### config.mk
export PLATFORM = sky130hd
export DESIGN_NAME = burst_tgt
export DESIGN_NICKNAME = d
export VERILOG_FILES = /design/src/rtl/burst_tgt_pkg.sv /design/src/rtl/burst_tgt_decode.sv /design/src/rtl/burst_tgt_waitcnt.sv /design/src/rtl/burst_tgt_ofs.sv /design/src/rtl/burst_tgt.sv
export SDC_FILE = /design/constraint.sdc
export NUM_CORES = 1
export LEC_CHECK = 0
export BUFFER_PORTS_ARGS = -buffer_cell sky130_fd_sc_hd__buf_4
export CAP_MARGIN = 20
export CELL_PAD_IN_SITES_DETAIL_PLACEMENT = 1
export CELL_PAD_IN_SITES_GLOBAL_PLACEMENT = 1
export CORE_AREA = 2 2 66 100
export DETAILED_ROUTE_END_ITERATION = 8
export DIE_AREA = 0 0 68 102
export PLACE_DENSITY_LB_ADDON = 0.1
export SYNTH_ARGS = -nofsm -noshare
export SYNTH_HDL_FRONTEND = slang
export SYNTH_SLANG_ARGS = --single-unit
### constraint.sdc
create_clock -name clk -period 2 [get_ports clk]
set_input_delay 0.2 -clock clk [delete_from_list [all_inputs] [get_ports clk]]
set_output_delay 0.2 -clock clk [all_outputs]
set_load 0.1 [all_outputs]
### src/rtl/burst_tgt_pkg.sv
package burst_tgt_pkg;

  typedef enum logic [1:0] {
    PH_IDLE,   // waiting for a start
    PH_XFER,   // claimed, moving words
    PH_SKIP,   // ignored transaction, wait for idle bus
    PH_DRAIN   // finished, wait for idle bus
  } phase_t;

  localparam logic [3:0] CMD_RD = 4'h6;
  localparam logic [3:0] CMD_WR = 4'h7;

  function automatic logic cmd_known(input logic [3:0] c);
    return (c == CMD_RD) || (c == CMD_WR);
  endfunction

  function automatic logic cmd_is_write(input logic [3:0] c);
    return c == CMD_WR;
  endfunction

endpackage

### src/rtl/burst_tgt_decode.sv
module burst_tgt_decode #(
  parameter int AD_W = 32,
  parameter int DEPTH = 16,
  parameter logic [AD_W-1:0] BASE = 'h1000,
  localparam int OFS_W = $clog2(DEPTH),
  localparam int WA_W = AD_W - 2
) (
  input  logic [WA_W-1:0]  word,
  output logic             hit,
  output logic [OFS_W-1:0] ofs
);

  localparam logic [WA_W-1:0] BASE_W  = BASE[AD_W-1:2];
  localparam logic [WA_W-1:0] DEPTH_W = WA_W'(DEPTH);

  logic [WA_W-1:0] diff;

  function automatic logic in_window(input logic [WA_W-1:0] w, input logic [WA_W-1:0] d);
    return (w >= BASE_W) && (d < DEPTH_W);
  endfunction

  always_comb begin
    diff = word - BASE_W;
    hit  = in_window(word, diff);
    ofs  = diff[OFS_W-1:0];
  end

endmodule

### src/rtl/burst_tgt_waitcnt.sv
module burst_tgt_waitcnt #(
  parameter int W = 3
) (
  input  logic         clk,
  input  logic         rst_n,
  input  logic         load,
  input  logic [W-1:0] load_val,
  input  logic         run,
  output logic         zero
);

  logic [W-1:0] cnt;

  always_ff @(posedge clk) begin
    if (!rst_n)               cnt <= '0;
    else if (load)            cnt <= load_val;
    else if (run && cnt != 0) cnt <= cnt - W'(1);
  end

  assign zero = (cnt == '0);

  // each running cycle with a non-zero count removes one wait state
  a_r6_count_down: assert property (@(posedge clk) disable iff (!rst_n)
    (!load && run && !zero) |=> (cnt == $past(cnt) - W'(1)));

endmodule

### src/rtl/burst_tgt_ofs.sv
module burst_tgt_ofs #(
  parameter int DEPTH = 16,
  localparam int OFS_W = $clog2(DEPTH)
) (
  input  logic             clk,
  input  logic             rst_n,
  input  logic             load,
  input  logic [OFS_W-1:0] load_val,
  input  logic             adv,
  output logic [OFS_W-1:0] ofs,
  output logic             at_last
);

  localparam logic [OFS_W-1:0] LAST = OFS_W'(DEPTH - 1);

  function automatic logic [OFS_W-1:0] step(input logic [OFS_W-1:0] o);
    return (o == LAST) ? '0 : o + OFS_W'(1);
  endfunction

  always_ff @(posedge clk) begin
    if (!rst_n)    ofs <= '0;
    else if (load) ofs <= load_val;
    else if (adv)  ofs <= step(ofs);
  end

  assign at_last = (ofs == LAST);

endmodule

### src/rtl/burst_tgt.sv
module burst_tgt
  import burst_tgt_pkg::*;
#(
  parameter int AD_W = 32,
  parameter int DEPTH = 16,
  parameter int WAIT_W = 3,
  parameter logic [AD_W-1:0] BASE = 'h1000,
  localparam int OFS_W = $clog2(DEPTH)
) (
  input  logic              clk,
  input  logic              rst_n,
  input  logic              cyc_n,
  input  logic [3:0]        cmd,
  input  logic [AD_W-1:0]   ad_in,
  input  logic              ini_rdy_n,
  input  logic [WAIT_W-1:0] wait_cfg,
  output logic [AD_W-1:0]   ad_out,
  output logic              ad_oe,
  output logic              claim_n,
  output logic              tgt_rdy_n,
  output logic              tgt_halt_n,
  output logic [OFS_W-1:0]  loc_addr,
  output logic              loc_wr,
  output logic [AD_W-1:0]   loc_wdata,
  input  logic [AD_W-1:0]   loc_rdata
);

  phase_t state, state_nx;
  logic   is_wr;

  // named internal events
  logic             start;
  logic             hit;
  logic             accept;
  logic             wzero;
  logic             tgt_ready;
  logic             beat;
  logic             final_beat;
  logic             at_last;
  logic             bus_idle;
  logic [OFS_W-1:0] dec_ofs;
  logic [OFS_W-1:0] ofs;

  burst_tgt_decode #(.AD_W(AD_W), .DEPTH(DEPTH), .BASE(BASE)) u_dec (
    .word (ad_in[AD_W-1:2]),
    .hit  (hit),
    .ofs  (dec_ofs)
  );

  burst_tgt_waitcnt #(.W(WAIT_W)) u_wait (
    .clk      (clk),
    .rst_n    (rst_n),
    .load     (accept),
    .load_val (wait_cfg),
    .run      (state == PH_XFER),
    .zero     (wzero)
  );

  burst_tgt_ofs #(.DEPTH(DEPTH)) u_ofs (
    .clk      (clk),
    .rst_n    (rst_n),
    .load     (accept),
    .load_val (dec_ofs),
    .adv      (beat),
    .ofs      (ofs),
    .at_last  (at_last)
  );

  always_comb begin
    start      = (state == PH_IDLE) && !cyc_n;
    accept     = start && hit && cmd_known(cmd);
    tgt_ready  = (state == PH_XFER) && wzero;
    beat       = tgt_ready && !ini_rdy_n;
    final_beat = beat && (cyc_n || at_last);
    bus_idle   = cyc_n && ini_rdy_n;
  end

  always_comb begin
    state_nx = state;
    unique case (state)
      PH_IDLE:  if (start) state_nx = accept ? PH_XFER : PH_SKIP;
      PH_XFER:  if (final_beat) state_nx = PH_DRAIN;
      PH_SKIP:  if (bus_idle) state_nx = PH_IDLE;
      PH_DRAIN: if (bus_idle) state_nx = PH_IDLE;
      default:  state_nx = PH_IDLE;
    endcase
  end

  always_ff @(posedge clk) begin
    if (!rst_n) begin
      state <= PH_IDLE;
      is_wr <= 1'b0;
    end else begin
      state <= state_nx;
      if (accept) is_wr <= cmd_is_write(cmd);
    end
  end

  always_comb begin
    claim_n    = !(state == PH_XFER);
    tgt_rdy_n  = !tgt_ready;
    tgt_halt_n = !(((state == PH_XFER) && at_last) || ((state == PH_DRAIN) && !cyc_n));
    ad_oe      = (state == PH_XFER) && !is_wr;
    ad_out     = ad_oe ? loc_rdata : '0;
    loc_addr   = ofs;
    loc_wr     = beat && is_wr;
    loc_wdata  = ad_in;
  end

  // outputs inactive right after reset
  a_r1_reset_quiet: assert property (@(posedge clk)
    !rst_n |=> (claim_n && tgt_rdy_n && tgt_halt_n && !ad_oe && !loc_wr));

  // a local write only happens when both ready signals are low
  a_r3_both_ready: assert property (@(posedge clk) disable iff (!rst_n)
    loc_wr |-> (!ini_rdy_n && !tgt_rdy_n));

  // read data is driven only inside a claimed transaction
  a_r4_oe_claimed: assert property (@(posedge clk) disable iff (!rst_n)
    ad_oe |-> !claim_n);

  // a beat with the cycle signal released ends the transaction
  a_r5_last_beat: assert property (@(posedge clk) disable iff (!rst_n)
    (beat && cyc_n) |=> (claim_n && tgt_rdy_n));

  // no wait state after the first beat
  a_r6_no_later_wait: assert property (@(posedge clk) disable iff (!rst_n)
    (beat && !final_beat) |=> !tgt_rdy_n);

  // offset steps by one after a non-final beat
  a_r7_addr_step: assert property (@(posedge clk) disable iff (!rst_n)
    (beat && !final_beat) |=> (loc_addr == $past(loc_addr) + OFS_W'(1)));

  // a beat while halting ends the transaction
  a_r8_halt_ends: assert property (@(posedge clk) disable iff (!rst_n)
    (beat && !tgt_halt_n) |=> (claim_n && tgt_rdy_n));

  // a rejected start is never claimed
  a_r9_miss_silent: assert property (@(posedge clk) disable iff (!rst_n)
    (start && !accept) |=> (claim_n && tgt_rdy_n && !loc_wr));

  // no claim straight out of a non-idle bus after an ignored transaction
  a_r10_need_idle: assert property (@(posedge clk) disable iff (!rst_n)
    ((state == PH_SKIP) && !bus_idle) |=> claim_n);

endmodule

Word level (Yosys, flattened, before mapping)

Index checks and enable logic that the tools add are counted.

$lt $le $gt $ge: 2
Reductions and logical operators: 29
Add/sub/neg operators: 3
Equality and inequality tests: 9
Multiplexer cells: 11

Operator list:

| operator               | count |
|---|---|
| $mux 32                | 1 |
| $ge 30x11->1 const B   | 1 |
| $lt 30x5->1 const B    | 1 |
| $sub 30x11->30 const B | 1 |
| $logic_and 1x1->1      | 13 |
| $mux 4                 | 3 |
| $eq 4x3->1 const B     | 2 |
| $mux 2                 | 4 |
| $logic_not 1->1        | 6 |
| $mux 3                 | 2 |
| $pmux 2 s3             | 1 |
| $add 4x1->4 const B    | 1 |
| $eq 2x2->1 const B     | 2 |
| $eq 4x4->1 const B     | 1 |
| $ne 2x2->1 const B     | 2 |
| $reduce_bool 2->1      | 2 |
| $logic_not 3->1        | 1 |
| $logic_or 1x1->1       | 3 |
| $reduce_and 3->1       | 1 |
| $reduce_bool 3->1      | 1 |
| $sub 3x1->3 const B    | 1 |
| $eq 2x1->1 const B     | 1 |
| $logic_not 2->1        | 1 |
| $ne 2x1->1 const B     | 1 |
| $reduce_or 2->1        | 1 |

Output and inout port bits: 73
Logic and storage cells: 58
Bits of input ports: 75
Register bits: 10

Logic depth before layout (Yosys ltp)

Gate-level depths: netlist (run 1).

Depth in word-level cells: 8
Mapped depth: 7
Depth with buffers taken out: 6

Modules after synthesis

From an unflattened synthesis (run 1), not the netlist that was laid out.

Cells, all modules: 170
Area, all modules: 1320.0 um2

Modules (own cells, without submodules):

| module            | seq. area each (um2) | instances | area an instance (um2) | cells each |
|---|---|---|---|---|
| burst_tgt         | 60.1                 | 1         | 701.9                  | 95 |
| burst_tgt_ofs     | 80.1                 | 1         | 235.2                  | 27 |
| burst_tgt_decode  | 0.0                  | 1         | 197.7                  | 27 |
| burst_tgt_waitcnt | 60.1                 | 1         | 185.2                  | 21 |

Worst setup path before layout (run 1)

OpenSTA, ideal clock, no wires.

Path type: register -> output
Start: register state[0]
End: output port ad_out[22]
Arrival time: 2730 ps
Path slack: -930 ps
Path buffers: 1
Required time: 1800 ps
Cell stages (with the launch flop): 6
Cell sequence: dfxtp_1 nor2b_1 inv_1 nor2_1 buf_2 and2_1

Longest elaborated chain between the ends: 3

Ends and longest elaborated chain:

| item                   | line             | text |
|---|---|---|
| start, declared        | burst_tgt.sv:28  | `phase_t state, state_nx;` |
| start signal, assigned | burst_tgt.sv:94  | `state <= state_nx;` |
| $eq 2x1->1             | burst_tgt.sv:103 | `ad_oe = (state == PH_XFER) && !is_wr;` |
| $logic_and 1x1->1      | burst_tgt.sv:103 |  |
| net ad_oe              | burst_tgt.sv:18  | `output logic ad_oe,` |
| $mux 32                | burst_tgt.sv:104 | `ad_out = ad_oe ? loc_rdata : '0;` |
| end, declared          | burst_tgt.sv:17  | `output logic [AD_W-1:0] ad_out,` |

The timed path passes the listed nets, and every way through them passes these cells.

Worst setup path after layout (run 1)

Start: register state[0]
End: output port ad_out[8]

Longest elaborated chain between the ends: 3

Ends and longest elaborated chain:

| item              | line |
|---|---|
| $eq 2x1->1        | burst_tgt.sv:103 |
| $logic_and 1x1->1 | burst_tgt.sv:103 |
| $mux 32           | burst_tgt.sv:104 |

No other way between the ends.

==> flow_metrics.env, run 1 <==
export IMPL_final_util_pct=42.2
export IMPL_root_buffer="clkbuf_8"
export IMPL_synth_simple_gate_area_share_pct=36.8
export IMPL_synth_ff_type="dfxtp_1"
export IMPL_synth_adder_area_share_pct=3.03
export IMPL_maxSlewViolCount=0
export IMPL_cts_inserted_buffers=3
export IMPL_async_reset_ff_share_pct=0
export IMPL_r2r_cells=5
export IMPL_grt_antenna_before_repair=0
export IMPL_yosysSeqAreaShare_pct=16.1
export IMPL_viasPerCell=4.42
export IMPL_setup_tns_ps=0
export IMPL_grt_ovfl_total=0
export IMPL_dieHeight_microns=102
export IMPL_p_per_area_nw_per_um2=352
export IMPL_drt_first_pass_iters=4
export IMPL_place_congestion=0.698
export IMPL_worstSetupEndpointType="primary output"
export IMPL_grt_pass1_wl_microns=7710
export IMPL_reg2reg_from="state[0]"
export IMPL_fin_skew_ps=6.01
export IMPL_crit_type="flip-flop to primary output"
export IMPL_port_buffers=143
export IMPL_routedWlPerCell_microns=16.1
export IMPL_grt_pass1_vias=1471
export IMPL_tightest_slew_ps=536
export IMPL_use_met1_pct=14.7
export IMPL_clockBufferDepth=2
export IMPL_drt_iter0_drc=34
export IMPL_htree_levels=1
export IMPL_use_met3_pct=3.52
export IMPL_postRouteAntennaNets=0
export IMPL_hold_viol_final=0
export IMPL_syn_num_nets=234
export IMPL_synth_cells=156
export IMPL_reg2reg_slack_ps=300
export IMPL_r2r_end="u_wait.cnt[0]"
export IMPL_status="finished, final reports clean"
export IMPL_layout_drive_gt1_share_pct=75.0
export IMPL_syn2layout_area_growth_pct=106
export IMPL_cts_setup_buffers=0
export IMPL_finalCriticalPeriod_ps=1910
export IMPL_syn_avg_cell_area_sq_um=7.95
export IMPL_period_share_pct=95.3
export IMPL_diodes=0
export IMPL_hold_class="primary input to flip-flop"
export IMPL_synthMuxAreaShare_pct=4.04
export IMPL_synth_xor_area_share_pct=0.706
export IMPL_dp_cells=342
export IMPL_start_util_pct=20.5
export IMPL_synth_compound_area_share_pct=17.1
export IMPL_endpoint="ad_out[8]"
export IMPL_grt_max_degree=34
export IMPL_cts_tree="done"
export IMPL_path_max_fanout=33
export IMPL_routed_via_count=1531
export IMPL_synth_seq_cells=10
export IMPL_clkTransAtPathRegs_ps=50
export IMPL_max_slew_margin_pct=64.0
export IMPL_timing_max_cap_violations=0
export IMPL_p_leak_nw=1.18
export IMPL_grtUsageMet2_pct=28.9
export IMPL_synth_cell_types=35
export IMPL_placementRows=35
export IMPL_synth_edf_count=0
export IMPL_die_x_microns=68
export IMPL_fmax_ghz=0.525
export IMPL_startpoint_type="flip-flop"
export IMPL_synth_top_family_by_area="simple AND/OR/NAND/NOR gates"
export IMPL_layoutNonFillerInstCount=346
export IMPL_yosys_warnings=0
export IMPL_dp_hpwl_microns=4870
export IMPL_rsz0062_at_grt="true"
export IMPL_cts_num_sinks=10
export IMPL_drc=0
export IMPL_final_setup_viol_count=0
export IMPL_die_area_sq_um=6940
export IMPL_vdd_ir_drop_max_mv=0.161
export IMPL_clk_latency_ps=230
export IMPL_critPathArrivalTime_ps=1710
export IMPL_fill_cells=708
export IMPL_busiest_layer="met2"
export IMPL_syn_cell_area_sq_um=1240
export IMPL_cp_data_required_time_ps=1800
export IMPL_startpoint="state[0]"
export IMPL_core_area_sq_um=6040
export IMPL_grt_use_total_pct=14.6
export IMPL_wl_microns=5580
export IMPL_final_net_count=351
export IMPL_ios=148
## routing by layer
metal	vias to the layer above	part of all wire (%)
li1	754	-
met1	698	33
met2	75	56
met3	4	10
met4	0	0.82
met5	-	0
## flip-flops by register name, indices dropped and copies added, names as in the netlist
name	count
is_wr	1
state	2
u_ofs.ofs	4
u_wait.cnt	3
## report_power, final
part	total [mW]	switching [mW]	internal, mW
sequential	0.205	0.00383	0.201
clock	0.253	0.0800	0.173
combinational	0.441	0.300	0.141
## cells by family after synthesis
logic type      count (synthesis)
fa+ha+maj                       3
compound gates                 27
simple gates                   69
xor+xnor                        1
flops                          10
buf+inv                        41
mux                             5
## critical path: stages (launching register included)
cell,delay [ps]
dfxtp_2,370
nor2b_4,220
clkinvlp_4,160
nor2_4,140
buf_12,180
and2_4,160
buf_6,220
## metrics by stage
| step | setup WS, ps | hold slack (ps) | area, sq um | total power, mW |
|---|---|---|---|---|
| floorplan | -73.4 | 342 | 1370 | 0.530 |
| CTS | 3.22 | 240 | 2370 | 0.907 |
| global placement | 163 | 401 | 2300 | 0.649 |
| detailed placement | 150 | 401 | 2300 | 0.651 |
| finish | 93.7 | 238 | 2550 | 0.899 |
| global route | -7.44 | 256 | 2550 | 0.937 |
## cell usage in the layout, fill, tap and decap left out, types with 2 or more instances in the layout
cell type,netlist,layout
buf_4,32,114
and2_4,0,30
buf_6,0,17
buf_8,0,16
nand2_1,8,8
a2111oi_0,6,6
mux2i_1,5,5
nor2_1,7,5
dfxtp_1,10,5
dfxtp_2,0,5
inv_1,5,4
a211oi_1,4,4
clkbuf_8,0,4
and2_2,0,3
nand3_1,3,3
nor4_2,3,3
a21oi_1,3,3
a31oi_1,3,3
o21ai_0,3,3
ha_1,3,3
nor2b_1,3,2
nor3b_1,2,2
nand4_2,2,2
nor3_1,2,2
a311oi_1,2,2
## area by class of cell
| type | count | area, sq um | share of cell area [%] |
|---|---|---|---|
| clock buffers | 4 | 55.1 | 2.16 |
| inverters | 5 | 22.5 | 0.883 |
| multi-input cells | 105 | 866 | 34.0 |
| flip-flops and latches | 10 | 206 | 8.10 |
| well taps | 74 | 92.6 | 3.63 |
| repair buffers | 148 | 1310 | 51.3 |
## what timing repair did
action	CTS	global route
hold buffers	0	0
pin swaps	0	0
gates resized for setup	3	48
setup endpoints to repair	2	33
## synth_stat cells, types with 3 or more instances
cell       count  area (sq um)
and2_1        33           206
buf_4         32           240
dfxtp_1       10           200
nand2_1        8          30.0
nor2_1         7          26.3
a2111oi_0      6          52.6
inv_1          5          18.8
mux2i_1        5          50.1
a211oi_1       4          30.0
a21oi_1        3          15.0
a31oi_1        3          18.8
clkbuf_1       3          11.3
ha_1           3          37.5
nand3_1        3          15.0
nor2b_1        3          18.8
nor4_2         3          37.5
o21ai_0        3          15.0
## worst min path at each step
stage | from | end | cells past startpoint
after floorplan | cmd[0] | is_wr | 2
after global placement | ad_in[0] | loc_wdata[0] | 0
after detailed placement | ad_in[0] | loc_wdata[0] | 0
after CTS | cmd[0] | is_wr | 3
after global routing | wait_cfg[1] | u_wait.cnt[1] | 3
final | cmd[0] | is_wr | 3
(Power assumes the default switching activity.)
==> run 2: changes to the inputs <==
Settings changed: REMOVE_ABC_BUFFERS from default to 1.
==> run 2 against run 1 <==
Non-clock buffer count fell by 2. Core utilization fell by 2.7 points. Sequential share of layout area rose by 0.33 points. Die area did not move. Total power fell by 0.68%. Sequential power barely moved. Clock power barely moved. Final cell count fell by 0.58%. First-iteration DRC count fell by 74%. Setup slack improved by 83 ps. Largest power group unchanged.
==> flow_metrics.env, run 2 (synthesis results as in run 1) <==
export IMPL_maxSlewViolCount=0
export IMPL_grt_pass1_vias=1605
export IMPL_startpoint_type="flip-flop"
export IMPL_final_setup_viol_count=0
export IMPL_finalCriticalPeriod_ps=1820
export IMPL_postRouteAntennaNets=0
export IMPL_grt_pass1_wl_microns=6950
export IMPL_status="finished, final reports clean"
export IMPL_root_buffer="clkbuf_8"
export IMPL_clockBufferDepth=2
export IMPL_cts_num_sinks=10
export IMPL_p_sw_share_pct=42.4
export IMPL_dieHeight_microns=102
export IMPL_p_int_mw=0.514
export IMPL_seqPwrFrac_pct=22.9
export IMPL_cp_data_required_time_ps=1800
export IMPL_grt_max_degree=34
export IMPL_fmax_ghz=0.549
export IMPL_grt_use_total_pct=12.8
export IMPL_start_util_pct=20.5
export IMPL_final_util_pct=39.5
export IMPL_grt_ovfl_total=0
export IMPL_hold_viol_final=0
export IMPL_period_share_pct=91.2
export IMPL_htree_levels=1
export IMPL_wl_microns=4760
export IMPL_p_per_area_nw_per_um2=373
export IMPL_hold_class="primary input to flip-flop"
export IMPL_timing_max_cap_violations=0
export IMPL_tightest_slew_ps=520
export IMPL_fill_cells=755
export IMPL_worstSetupEndpointType="primary output"
export IMPL_layout_drive_gt1_share_pct=60.4
export IMPL_drt_iter0_drc=9
export IMPL_place_congestion=0.744
export IMPL_mostFrequentLayoutCell="buf_4"
export IMPL_critPathArrivalTime_ps=1620
export IMPL_rsz0062_at_grt="false"
export IMPL_holdBufCountCts=0
export IMPL_p_leak_nw=1.11
export IMPL_drc=0
export IMPL_setup_tns_ps=0
export IMPL_ctsResizeCount=2
export IMPL_routedWlPerCell_microns=13.8
export IMPL_placementRows=35
export IMPL_p_clk_share_pct=28.3
export IMPL_port_buffers=143
export IMPL_syn2layout_area_growth_pct=92.7
export IMPL_core_area_sq_um=6040
export IMPL_clkTransAtPathRegs_ps=50
export IMPL_routed_via_count=1570
export IMPL_path_max_fanout=33
export IMPL_grt_antenna_before_repair=0
export IMPL_cts_inserted_buffers=3
export IMPL_die_area_sq_um=6940
export IMPL_layout_common_cells="112 x buf_4, 33 x and2_1, 32 x buf_6, 9 x dfxtp_1, 8 x nand2_1"
export IMPL_ios=148
export IMPL_power_switching_mw=0.378
export IMPL_comb_power_share_pct=48.8
export IMPL_top_register="u_ofs.ofs"
export IMPL_p_total_mw=0.892
export IMPL_crit_type="flip-flop to primary output"
export IMPL_fin_skew_ps=0.524
export IMPL_dp_hpwl_microns=4220
export IMPL_max_slew_margin_pct=65.3
export IMPL_drt_first_pass_iters=4
export IMPL_cts_tree="done"
export IMPL_largest_reg_flops=4
export IMPL_cts_setup_buffers=0
export IMPL_viasPerCell=4.56
export IMPL_die_x_microns=68
export IMPL_final_net_count=349
export IMPL_diodes=0
export IMPL_largestRegisters="u_ofs.ofs (4), u_wait.cnt (3), state (2)"
export IMPL_vdd_ir_drop_max_mv=0.130
export IMPL_clk_latency_ps=230
-- run 2: cell types whose count changed in the layout (fill, tap and decap cells not counted), moves of 2 or more --
cell     delta
buf_8      -15
dfxtp_1     +4
and2_4     -30
and2_2      -3
dfxtp_2     -4
and2_1     +33
buf_4       -2
buf_6      +15
-- run 2: final cells by class --
| type | count | area (sq um) | area share (%) |
|---|---|---|---|
| Inverter | 5 | 18.8 | 0.785 |
| Clock buffer | 4 | 55.1 | 2.30 |
| Multi-Input combinational cell | 105 | 786 | 32.9 |
| Tap cell | 74 | 92.6 | 3.87 |
| Sequential cell | 10 | 201 | 8.43 |
| Timing Repair Buffer | 146 | 1240 | 51.7 |
-- run 2: per-stage QoR --
| stage | instances | cell area (sq um) | setup slack (ps) | hold WS, ps |
|---|---|---|---|---|
| after floorplan | 120 | 983 | -2210 | 342 |
| after global placement | 340 | 2180 | 225 | 401 |
| after detailed placement | 340 | 2180 | 234 | 401 |
| after CTS | 344 | 2250 | 6.28 | 223 |
| after global routing | 344 | 2390 | 42.8 | 226 |
| final | 344 | 2390 | 177 | 223 |
-- run 2: worst max-delay path, cell delays in order (launching register included) --
cell     delay [ps]
dfxtp_2         390
nor2b_1         180
inv_1           110
nor2_2          140
buf_12          170
and2_1          170
buf_6           230
-- run 2: metal layers --
| metal | vias up | track usage (%) | routed length, microns |
|---|---|---|---|
| met5 | - | 0 | 0 |
| met4 | 0 | 3.69 | 53 |
| met3 | 4 | 4.96 | 936 |
| met2 | 137 | 24.1 | 2270 |
| met1 | 681 | 12.6 | 1500 |
| li1 | 748 | - | - |
-- run 2: final timing paths --
| kind | start | end | slack (ps) | cells after the start |
|---|---|---|---|---|
| max | state[0] | ad_out[20] | 180 | 6 |
| min | cmd[0] | is_wr | 220 | 3 |
| max reg2reg | u_wait.cnt[0] | u_ofs.ofs[3] | 360 | 6 |
| min reg2reg | is_wr | is_wr | 500 | 2 |
-- run 2: power by group through the flow --
stage | registers [mW] | logic [mW] | clock network [mW]
6_report | 0.204 | 0.435 | 0.253
4_1_cts | 0.204 | 0.438 | 0.260
3_5_place_dp | 0.208 | 0.438 | 0
3_3_place_gp | 0.208 | 0.435 | 0
5_1_grt | 0.204 | 0.454 | 0.274
2_1_floorplan | 0.207 | 0.0207 | 0
==> run 3: changes to the inputs <==
Settings changed: ABC_CLOCK_PERIOD_IN_PS from default to 2000, SETUP_SLACK_MARGIN from default to 0.4.
==> run 3 against run 2 <==
Flip-flop and latch count stayed put. Final cell count rose by 4.7%. Setup slack improved by 100 ps. Largest cell class unchanged. Clock skew up 3.0 ps. Highest routed layer unchanged. Worst hold slack improved by 4.4 ps. Total power is 1.7% higher. Register-to-register slack about the same. Design area is 32% higher. Core utilization is 13 points higher.
==> flow_metrics.env, run 3 (synthesis results as in run 1) <==
export IMPL_status="finished, final reports clean"
export IMPL_dp_hpwl_microns=4220
export IMPL_p_int_mw=0.512
export IMPL_worstSetupEndpointType="primary output"
export IMPL_mostFrequentLayoutCell="buf_4"
export IMPL_start_util_pct=20.5
export IMPL_vdd_ir_drop_max_mv=0.131
export IMPL_startpoint_type="flip-flop"
export IMPL_grt_use_total_pct=14.3
export IMPL_routed_via_count=1675
export IMPL_layoutNonFillerInstCount=360
export IMPL_die_area_sq_um=6940
export IMPL_hold_viol_final=0
export IMPL_startpoint="state[0]"
export IMPL_seqPwrFrac_pct=22.1
export IMPL_reg2reg_from="state[1]"
export IMPL_top_register="u_ofs.ofs"
export IMPL_clkTransAtPathRegs_ps=50
export IMPL_whs_ps=227
export IMPL_p_leak_nw=1.34
export IMPL_period_share_pct=85.9
export IMPL_grt_max_degree=18
export IMPL_cts_num_sinks=10
export IMPL_final_seq_area_sq_um=215
export IMPL_p_clk_share_pct=28.2
export IMPL_tightest_slew_ps=1010
export IMPL_largest_reg_flops=4
export IMPL_diodes=0
export IMPL_clockBufferDepth=2
export IMPL_cts_inserted_buffers=3
export IMPL_p_sw_share_pct=43.6
export IMPL_finalCriticalPeriod_ps=1720
export IMPL_grt_ovfl_total=0
export IMPL_root_buffer="clkbuf_8"
export IMPL_ios=148
export IMPL_p_per_area_nw_per_um2=288
export IMPL_path_max_fanout=8
export IMPL_multi_input_area_sq_um=1030
export IMPL_die_x_microns=68
export IMPL_drt_iter0_drc=12
export IMPL_reg2reg_slack_ps=370
export IMPL_layout_drive_gt1_share_pct=81.8
export IMPL_setup_tns_ps=0
export IMPL_endpoint="ad_out[8]"
export IMPL_dieHeight_microns=102
export IMPL_clk_latency_ps=230
export IMPL_timing_max_cap_violations=0
export IMPL_drc=0
export IMPL_fin_skew_ps=3.52
export IMPL_postRouteAntennaNets=0
export IMPL_core_area_sq_um=6040
export IMPL_cts_tree="done"
export IMPL_comb_power_share_pct=49.6
export IMPL_crit_type="flip-flop to primary output"
export IMPL_fmax_ghz=0.582
export IMPL_rsz0062_at_grt="true"
export IMPL_dp_cells=340
export IMPL_final_setup_viol_count=0
export IMPL_drt_first_pass_iters=2
export IMPL_final_net_count=365
export IMPL_grt_pass1_vias=1693
export IMPL_htree_levels=1
export IMPL_cp_data_required_time_ps=1800
export IMPL_placementRows=35
export IMPL_maxSlewViolCount=0
export IMPL_wl_microns=5580
export IMPL_layout_common_cells="120 x buf_4, 34 x buf_12, 33 x and2_4, 8 x nand2_1, 6 x dfxtp_1"
export IMPL_routedWlPerCell_microns=15.5
export IMPL_hold_class="primary input to flip-flop"
export IMPL_r2r_end="u_wait.cnt[2]"
export IMPL_max_slew_margin_pct=32.3
export IMPL_viasPerCell=4.65
export IMPL_r2r_cells=5
export IMPL_grt_antenna_before_repair=0
export IMPL_grt_pass1_wl_microns=7640
export IMPL_critPathArrivalTime_ps=1520
export IMPL_port_buffers=143
export IMPL_place_congestion=0.744
export IMPL_largestRegisters="u_ofs.ofs (4), u_wait.cnt (3), state (2)"
export IMPL_syn2layout_area_growth_pct=154
export IMPL_power_switching_mw=0.396
export IMPL_fill_cells=682
-- run 3: cell count changes in the layout (fill, tap and decap cells not counted), sizes merged --
| cell | change |
|---|---|
| buf | +14 |
| clkbuf | +2 |
-- run 3: area by class of cell --
cell class,instances,area share (%)
repair buffers,162,55.0
multi-input cells,105,32.8
flip-flops and latches,10,6.83
well taps,74,2.94
clock buffers,4,1.75
inverters,5,0.675
-- run 3: timing repair --
| action | 4_1_cts | 5_1_grt |
|---|---|---|
| gates cloned | 1 | 2 |
| buffers inserted | 4 | 9 |
| resized for setup | 148 | 41 |
| hold buffers | 0 | 0 |
| endpoints found under the hold margin | 0 | 0 |
| endpoints found under the setup margin | 43 | 43 |
| pin swaps | 1 | 29 |
-- run 3: how the worst min path moves through the flow --
stage / to / startpoint / slack [ps] / cells past startpoint
after floorplan: is_wr / cmd[0] / 340 / 2
after global placement: loc_wdata[0] / ad_in[0] / 400 / 0
after detailed placement: loc_wdata[0] / ad_in[0] / 400 / 0
after CTS: is_wr / cmd[0] / 220 / 3
after global routing: is_wr / cmd[0] / 230 / 3
final: is_wr / cmd[0] / 230 / 3
-- run 3: critical path: stages, from the launching register on --
cell and delay (ps):
dfxtp_4 360, nor2b_4 170, inv_4 50, nor2_4 100, buf_6 130, clkbuf_16 140, and2_4 150, buf_12 170
-- run 3: stage by stage --
| stage | setup slack, ps | instance area (sq um) | util, % | power [mW] |
|---|---|---|---|---|
| final | 281 | 3150 | 52.1 | 0.908 |
| after CTS | 266 | 2850 | 47.2 | 0.908 |
| after floorplan | -2210 | 983 | - | 0.228 |
| after global placement | 225 | 2180 | 36.1 | 0.644 |
| after detailed placement | 234 | 2180 | 36.1 | 0.646 |
| after global routing | 219 | 3150 | 52.1 | 0.948 |
-- run 3: per-layer routing --
metal / up-vias / wire (microns) / track usage (%)
li1: 779 / - / -
met2: 137 / 2870 / 27.0
met3: 4 / 950 / 6.50
met5: - / 0 / 0
met1: 755 / 1710 / 13.5
met4: 0 / 52 / 3.69
-- run 3: power by group through the flow --
stage / Clock [mW] / Sequential [mW] / Combinational (mW)
detailed placement: 0 / 0.208 / 0.438
CTS: 0.260 / 0.204 / 0.443
floorplan: 0 / 0.207 / 0.0207
global route: 0.278 / 0.201 / 0.469
global placement: 0 / 0.208 / 0.435
finish: 0.256 / 0.201 / 0.451
